<file path="src/rtl/tpm_pkg.sv">
// Package: shared types and code values for the ternary match row.
// Assumes a position code is {true-line enable, complement-line enable}.
package tpm_pkg;

    typedef enum logic [1:0] {
        PH_IDLE = 2'd0,
        PH_PRE  = 2'd1,
        PH_EVAL = 2'd2
    } phase_t;

    typedef logic [1:0] cell_code_t;

    localparam cell_code_t CELL_ANY   = 2'b00;
    localparam cell_code_t CELL_ONE   = 2'b01;
    localparam cell_code_t CELL_ZERO  = 2'b10;
    localparam cell_code_t CELL_NEVER = 2'b11;

endpackage

</file>
<file path="src/rtl/tpm_pattern_store.sv">
// Module: per-position enable-pair storage for one match row.
// Writes one position per cycle; resets every position to don't-care.
// Assumes the controller only asserts we_i while no search is running.
module tpm_pattern_store
    import tpm_pkg::*;
#(
    parameter int KEY_W = 16,
    parameter int IDX_W = 4
) (
    input  logic               clk,
    input  logic               rst_n,
    input  logic               we_i,
    input  logic [IDX_W-1:0]   idx_i,
    input  cell_code_t         code_i,
    input  logic               search_busy_i,
    output logic [2*KEY_W-1:0] pattern_o
);

    for (genvar i = 0; i < KEY_W; i++) begin : g_pos
        cell_code_t cell_q;

        // Hold the enable pair of position i; cleared to don't-care at reset.
        always_ff @(posedge clk) begin
            if (!rst_n) begin
                cell_q <= CELL_ANY;
            end else if (we_i && (idx_i == IDX_W'(i))) begin
                cell_q <= code_i;
            end
        end

        assign pattern_o[2*i +: 2] = cell_q;
    end

    // Pattern must not move while a search is in flight.
    AST_PATTERN_FROZEN: assert property (@(posedge clk) disable iff (!rst_n)
        search_busy_i |=> $stable(pattern_o));

endmodule

</file>
<file path="src/rtl/tpm_mismatch_eval.sv">
// Module: per-position discharge detection for one match row.
// A position pulls the line when its true-line element is enabled and the
// key bit is 1, or its complement-line element is enabled and the bit is 0.
// Assumes drive_i is high only while the signal lines carry the key.
module tpm_mismatch_eval
    import tpm_pkg::*;
#(
    parameter int KEY_W = 16
) (
    input  logic [2*KEY_W-1:0] pattern_i,
    input  logic [KEY_W-1:0]   key_i,
    input  logic               drive_i,
    output logic               any_pull_o
);

    logic [KEY_W-1:0] pull;

    for (genvar i = 0; i < KEY_W; i++) begin : g_pull
        cell_code_t code;
        assign code = pattern_i[2*i +: 2];

        // Discharge path of position i through either enabled element.
        always_comb begin
            pull[i] = drive_i & ((code[1] & key_i[i]) | (code[0] & ~key_i[i]));
        end
    end

    // Wired combination of every discharge path on the shared line.
    always_comb begin
        any_pull_o = |pull;
    end

endmodule

</file>
<file path="src/rtl/tpm_seq_ctrl.sv">
// Module: phase sequencer, match-line register and write hold-off.
// Runs idle -> precharge -> evaluate -> idle. It registers the line level
// and the result, and defers writes seen during a search.
// Assumes any_pull_i is valid in the evaluate phase for the captured key.
module tpm_seq_ctrl
    import tpm_pkg::*;
#(
    parameter int KEY_W          = 16,
    parameter int IDX_W          = 4,
    parameter bit PRECHARGE_HIGH = 1'b1
) (
    input  logic             clk,
    input  logic             rst_n,
    input  logic             start_i,
    input  logic [KEY_W-1:0] key_i,
    input  logic             wr_en_i,
    input  logic [IDX_W-1:0] wr_idx_i,
    input  cell_code_t       wr_code_i,
    input  logic             any_pull_i,
    output logic [KEY_W-1:0] key_q_o,
    output logic             drive_o,
    output logic             busy_o,
    output logic             mem_we_o,
    output logic [IDX_W-1:0] mem_idx_o,
    output cell_code_t       mem_code_o,
    output logic             mline_o,
    output logic             match_o,
    output logic             done_o
);

    localparam logic PRE_LVL = PRECHARGE_HIGH;
    localparam logic OFF_LVL = ~PRECHARGE_HIGH;

    phase_t           phase_q;
    logic [KEY_W-1:0] key_q;
    logic             mline_q;
    logic             match_q;
    logic             done_q;
    logic             pend_v_q;
    logic [IDX_W-1:0] pend_idx_q;
    cell_code_t       pend_code_q;
    logic             idle;
    logic             mline_next;

    // Decode the idle state used by both the sequencer and write path.
    always_comb begin
        idle = (phase_q == PH_IDLE);
    end

    // Line level at the end of evaluate: a pull moves it off precharge.
    always_comb begin
        mline_next = any_pull_i ? OFF_LVL : mline_q;
    end

    // Phase sequencer with key capture, line level, result and done pulse.
    always_ff @(posedge clk) begin
        if (!rst_n) begin
            phase_q <= PH_IDLE;
            key_q   <= '0;
            mline_q <= OFF_LVL;
            match_q <= 1'b0;
            done_q  <= 1'b0;
        end else begin
            done_q <= 1'b0;
            case (phase_q)
                PH_IDLE: begin
                    if (start_i) begin
                        key_q   <= key_i;
                        mline_q <= PRE_LVL;
                        phase_q <= PH_PRE;
                    end
                end
                PH_PRE: begin
                    phase_q <= PH_EVAL;
                end
                PH_EVAL: begin
                    mline_q <= mline_next;
                    match_q <= (mline_next == PRE_LVL);
                    done_q  <= 1'b1;
                    phase_q <= PH_IDLE;
                end
                default: begin
                    phase_q <= PH_IDLE;
                end
            endcase
        end
    end

    // Hold-off buffer: capture writes during a search, drain when idle.
    always_ff @(posedge clk) begin
        if (!rst_n) begin
            pend_v_q    <= 1'b0;
            pend_idx_q  <= '0;
            pend_code_q <= CELL_ANY;
        end else if (!idle && wr_en_i) begin
            pend_v_q    <= 1'b1;
            pend_idx_q  <= wr_idx_i;
            pend_code_q <= wr_code_i;
        end else if (idle && pend_v_q) begin
            if (wr_en_i) begin
                pend_idx_q  <= wr_idx_i;
                pend_code_q <= wr_code_i;
            end else begin
                pend_v_q <= 1'b0;
            end
        end
    end

    // Storage write select: a deferred write goes before a new one.
    always_comb begin
        mem_we_o   = 1'b0;
        mem_idx_o  = wr_idx_i;
        mem_code_o = wr_code_i;
        if (idle && pend_v_q) begin
            mem_we_o   = 1'b1;
            mem_idx_o  = pend_idx_q;
            mem_code_o = pend_code_q;
        end else if (idle && wr_en_i) begin
            mem_we_o = 1'b1;
        end
    end

    assign key_q_o = key_q;
    assign drive_o = (phase_q == PH_EVAL);
    assign busy_o  = !idle;
    assign mline_o = mline_q;
    assign match_o = match_q;
    assign done_o  = done_q;

    AST_PRECHARGE_LEVEL: assert property (@(posedge clk) disable iff (!rst_n)
        (phase_q == PH_PRE) |-> (mline_q == PRE_LVL));

    AST_PRE_THEN_EVAL: assert property (@(posedge clk) disable iff (!rst_n)
        (phase_q == PH_PRE) |=> (phase_q == PH_EVAL));

    AST_EVAL_THEN_DONE: assert property (@(posedge clk) disable iff (!rst_n)
        (phase_q == PH_EVAL) |=> done_q);

    AST_DONE_SINGLE: assert property (@(posedge clk) disable iff (!rst_n)
        done_q |=> !done_q);

    AST_RESULT_AGREES_LINE: assert property (@(posedge clk) disable iff (!rst_n)
        done_q |-> (match_q == (mline_q == PRE_LVL)));

    AST_START_IGNORED_BUSY: assert property (@(posedge clk) disable iff (!rst_n)
        (phase_q != PH_IDLE) |=> $stable(key_q));

endmodule

</file>
<file path="src/rtl/tpm_row.sv">
// Module: top of one ternary match row.
// Ties storage, mismatch evaluation and the phase sequencer together.
// Assumes IDX_W is wide enough to address KEY_W positions.
module tpm_row
    import tpm_pkg::*;
#(
    parameter int KEY_W          = 16,
    parameter int IDX_W          = $clog2(KEY_W),
    parameter bit PRECHARGE_HIGH = 1'b1
) (
    input  logic             clk,
    input  logic             rst_n,
    input  logic             start,
    input  logic [KEY_W-1:0] key,
    input  logic             wr_en,
    input  logic [IDX_W-1:0] wr_idx,
    input  logic [1:0]       wr_code,
    output logic             match,
    output logic             done,
    output logic             mline
);

    logic [KEY_W-1:0]   key_q;
    logic               drive;
    logic               busy;
    logic               mem_we;
    logic [IDX_W-1:0]   mem_idx;
    cell_code_t         mem_code;
    logic [2*KEY_W-1:0] pattern;
    logic               any_pull;

    tpm_seq_ctrl #(
        .KEY_W          (KEY_W),
        .IDX_W          (IDX_W),
        .PRECHARGE_HIGH (PRECHARGE_HIGH)
    ) u_ctrl (
        .clk        (clk),
        .rst_n      (rst_n),
        .start_i    (start),
        .key_i      (key),
        .wr_en_i    (wr_en),
        .wr_idx_i   (wr_idx),
        .wr_code_i  (wr_code),
        .any_pull_i (any_pull),
        .key_q_o    (key_q),
        .drive_o    (drive),
        .busy_o     (busy),
        .mem_we_o   (mem_we),
        .mem_idx_o  (mem_idx),
        .mem_code_o (mem_code),
        .mline_o    (mline),
        .match_o    (match),
        .done_o     (done)
    );

    tpm_pattern_store #(
        .KEY_W (KEY_W),
        .IDX_W (IDX_W)
    ) u_store (
        .clk           (clk),
        .rst_n         (rst_n),
        .we_i          (mem_we),
        .idx_i         (mem_idx),
        .code_i        (mem_code),
        .search_busy_i (busy),
        .pattern_o     (pattern)
    );

    tpm_mismatch_eval #(
        .KEY_W (KEY_W)
    ) u_eval (
        .pattern_i  (pattern),
        .key_i      (key_q),
        .drive_i    (drive),
        .any_pull_o (any_pull)
    );

endmodule

</file>
<file path="config.mk">
export PLATFORM = sky130hd
export DESIGN_NAME = tpm_row
export DESIGN_NICKNAME = d
export VERILOG_FILES = /design/src/rtl/tpm_pkg.sv /design/src/rtl/tpm_pattern_store.sv /design/src/rtl/tpm_mismatch_eval.sv /design/src/rtl/tpm_seq_ctrl.sv /design/src/rtl/tpm_row.sv
export SDC_FILE = /design/constraint.sdc
export NUM_CORES = 1
export LEC_CHECK = 0
export ABC_AREA = 1
export BUFFER_PORTS_ARGS = -buffer_cell sky130_fd_sc_hd__buf_2
export CORE_UTILIZATION = 61
export DETAILED_ROUTE_END_ITERATION = 8
export PLACE_DENSITY = 0.82
export SLEW_MARGIN = 20
export SYNTH_ARGS = -nofsm -noshare
export SYNTH_HDL_FRONTEND = slang
export SYNTH_SLANG_ARGS = --single-unit
</file>
<file path="constraint.sdc">
create_clock -name clk -period 4.81 [get_ports clk]
set_clock_uncertainty 0.2 [all_clocks]
set_input_delay 0.481 -clock clk [delete_from_list [all_inputs] [get_ports clk]]
set_output_delay 0.481 -clock clk [all_outputs]
set_load 0.01 [all_outputs]
</file>
==> results.cfg <==
[outcome]
outcome = completed

[finish]
syn2layout_area_growth_pct = 9.91
fin_nets = 437
drive_gt1_frac = 0.178
nFillCells = 388
n_antenna_cell = 0

[timing]
fin_hold_ws_ps = 187
worst_pin_slew_ps = 975
fin_crit_sh = 0.454
setup_viol = 0
drv_slew = 0
fmax_mhz = 458
slew_headroom = 0.350
setup-tns-final_ps = 0
rsz0062_at_grt = false
hold_viol = 0
layout_min_cycle_time_ps = 2180

[drt]
firstDrtPassIters = 6
drcViolationCount = 0
drtIter0Drc = 182
num_vias = 2578
ant_nets = 0
totalWireLength_um = 6130
routedWlPerCell_um = 13.1
via_per_inst = 5.51

[synth]
postSynthNetCount = 419
syn_area_um2 = 2890
synth.top_cell.area_share = 0.416
synth.avg_cell_area_um2 = 7.35
yosysTopAreaCell = dfxtp_1
synthTopCellsByArea = dfxtp_1, nand2_1, a21oi_1
synth_ff_type = dfxtp_1
synth_cell_types = 24
yosysWarnings = 0
synth_edf_count = 0
synthArstFlopShare = 0
synth-seq-cells = 60
synth_cells = 393
synth.yosys.seq_area_share = 0.416
yosys-top-cells-count = nand2_1, dfxtp_1, nor2_1
yosysMostFrequentCell = nand2_1

[floorplanning]
boundaryPins = 29
die_area_um2 = 5020
fp.coreArea_um2 = 4440
fp-row-count = 24
die_y_um = 70.8
initial_utilization = 0.650
dieWidth_um = 70.8

[global_routing]
top_usage_layer = met2
grt_use_met2 = 0.450
antenna_found_initial = 0
met3_usage = 0.0527
use_met1 = 0.321
grt_pass1_wl_um = 10400
grt_max_degree = 59
grt_usage = 0.267
globalRoute.totalOverflow = 0
grt_pass1_vias = 2362

[power]
p_leak_nw = 1.37
peakVddDrop_mv = 0.249
power.density_nw_per_um2 = 399

[clock_tree]
cts_hold_buf = 0
clock-root-buffer = clkbuf_8
cts_max_level = 3
cts_resized = 0
cts_tree = yes
numCtsBuffers = 9
clock_sinks = 60
clk-insertion-delay-late_ps = 340
cts_max_path_buffers = 2
postCtsSetupBuffers = 0
clkTransAtPathRegs_ps = 70

[job]
maxCapViolCount = 0

[setup_path]
crit_top_cell = nand2_1
crit_required_ps = 4840
cp_slowest_cell = nor2_2
cp.arrival_ps = 2210
cp-start-kind = register
critPathMaxFanout = 16
critPathCaptureType = register
critPathMaxStageDelay_ps = 560
cp_cell_sequence = nor2_4, nand2_4, nand2_1, o21ai_4, nor2_2, nand3_1, nand2_1, nor2_1
worstSetupPathType = register to register

[place]
place.gp.congestion = 0.831
hpwl_um = 3980
portBuffers = 28

[min_path]
hold_class = input port to register
## flip-flops by register name, indices dropped and copies added (netlist names)
| register | count |
|---|---|
| u_store.g_pos.cell_q | 32 |
| u_ctrl.key_q_o | 16 |
| u_ctrl.pend_idx_q | 4 |
| u_ctrl.pend_code_q | 2 |
| u_ctrl.phase_q | 2 |
| u_ctrl.done_o | 1 |
| u_ctrl.match_o | 1 |
| u_ctrl.mline_o | 1 |
| u_ctrl.pend_v_q | 1 |
## report_power, final
group          internal, W  leakage, nW  switching [W]
sequential        0.000524        0.490      0.0000182
combinational    0.0000487        0.758       0.000106
clock             0.000372        0.127       0.000198
total             0.000944         1.37       0.000322
## per-layer routing
| metal | part of all wire | vias up |
|---|---|---|
| li1 | - | 1310 |
| met1 | 0.45 | 1189 |
| met2 | 0.48 | 63 |
| met3 | 0.042 | 16 |
| met4 | 0.026 | 0 |
| met5 | 0 | - |
## logic make-up (layout without fill, tap and decap cells)
kind of cell | after synthesis | after routing | share of synthesized area
compound gates | 86 | 86 | 0.177
flops | 60 | 60 | 0.416
buf+inv | 51 | 74 | 0.0974
simple gates | 196 | 196 | 0.310
## through the flow
step / area (µm²) / util / total power [W] / setup slack, ps / cells
2_1_floorplan: 2890 / - / 0.000679 / 3130 / 393
3_3_place_gp: 2930 / 0.659 / 0.000701 / 2730 / 452
3_5_place_dp: 2930 / 0.659 / 0.000706 / 2660 / 452
4_1_cts: 3180 / 0.715 / 0.00127 / 2630 / 468
5_1_grt: 3180 / 0.715 / 0.00131 / 2440 / 468
6_report: 3180 / 0.715 / 0.00127 / 2630 / 468
## worst max-delay path: cells and delay by family (launching register included)
kind,cells,cell delay (ps)
simple gates,7,1430
flops,1,360
compound gates,1,80
## layout by cell type, fill, tap and decap left out, drive strengths merged
master	count
clkbuf	12
nor2	62
o211ai	1
o21ai	32
nand3	40
bufinv	3
buf	28
inv	30
dfxtp	60
clkinv	1
nand2	92
nor3	2
a21oi	53
## final timing paths
kind	from	to	depth (start not counted)	slack (ps)
worst max-delay path	u_ctrl.phase_q[0]	u_store.g_pos[5].cell_q[1]	8	2630
worst max register to register	u_ctrl.phase_q[0]	u_store.g_pos[5].cell_q[1]	8	2630
worst min-delay path	key[3]	u_ctrl.key_q_o[3]	3	190
worst min register to register	u_ctrl.key_q_o[7]	u_ctrl.key_q_o[7]	2	270
## final cells by class
class	instances	area, µm²	area share
Multi-Input combinational cell	282	1410	0.443
Timing Repair Buffer	28	140	0.0441
Sequential cell	60	1200	0.378
Tap cell	52	65.1	0.0205
Inverter	30	113	0.0354
Clock inverter	4	95.1	0.0299
Clock buffer	12	155	0.0488
Note: power is estimated with default switching activity, not from simulation.
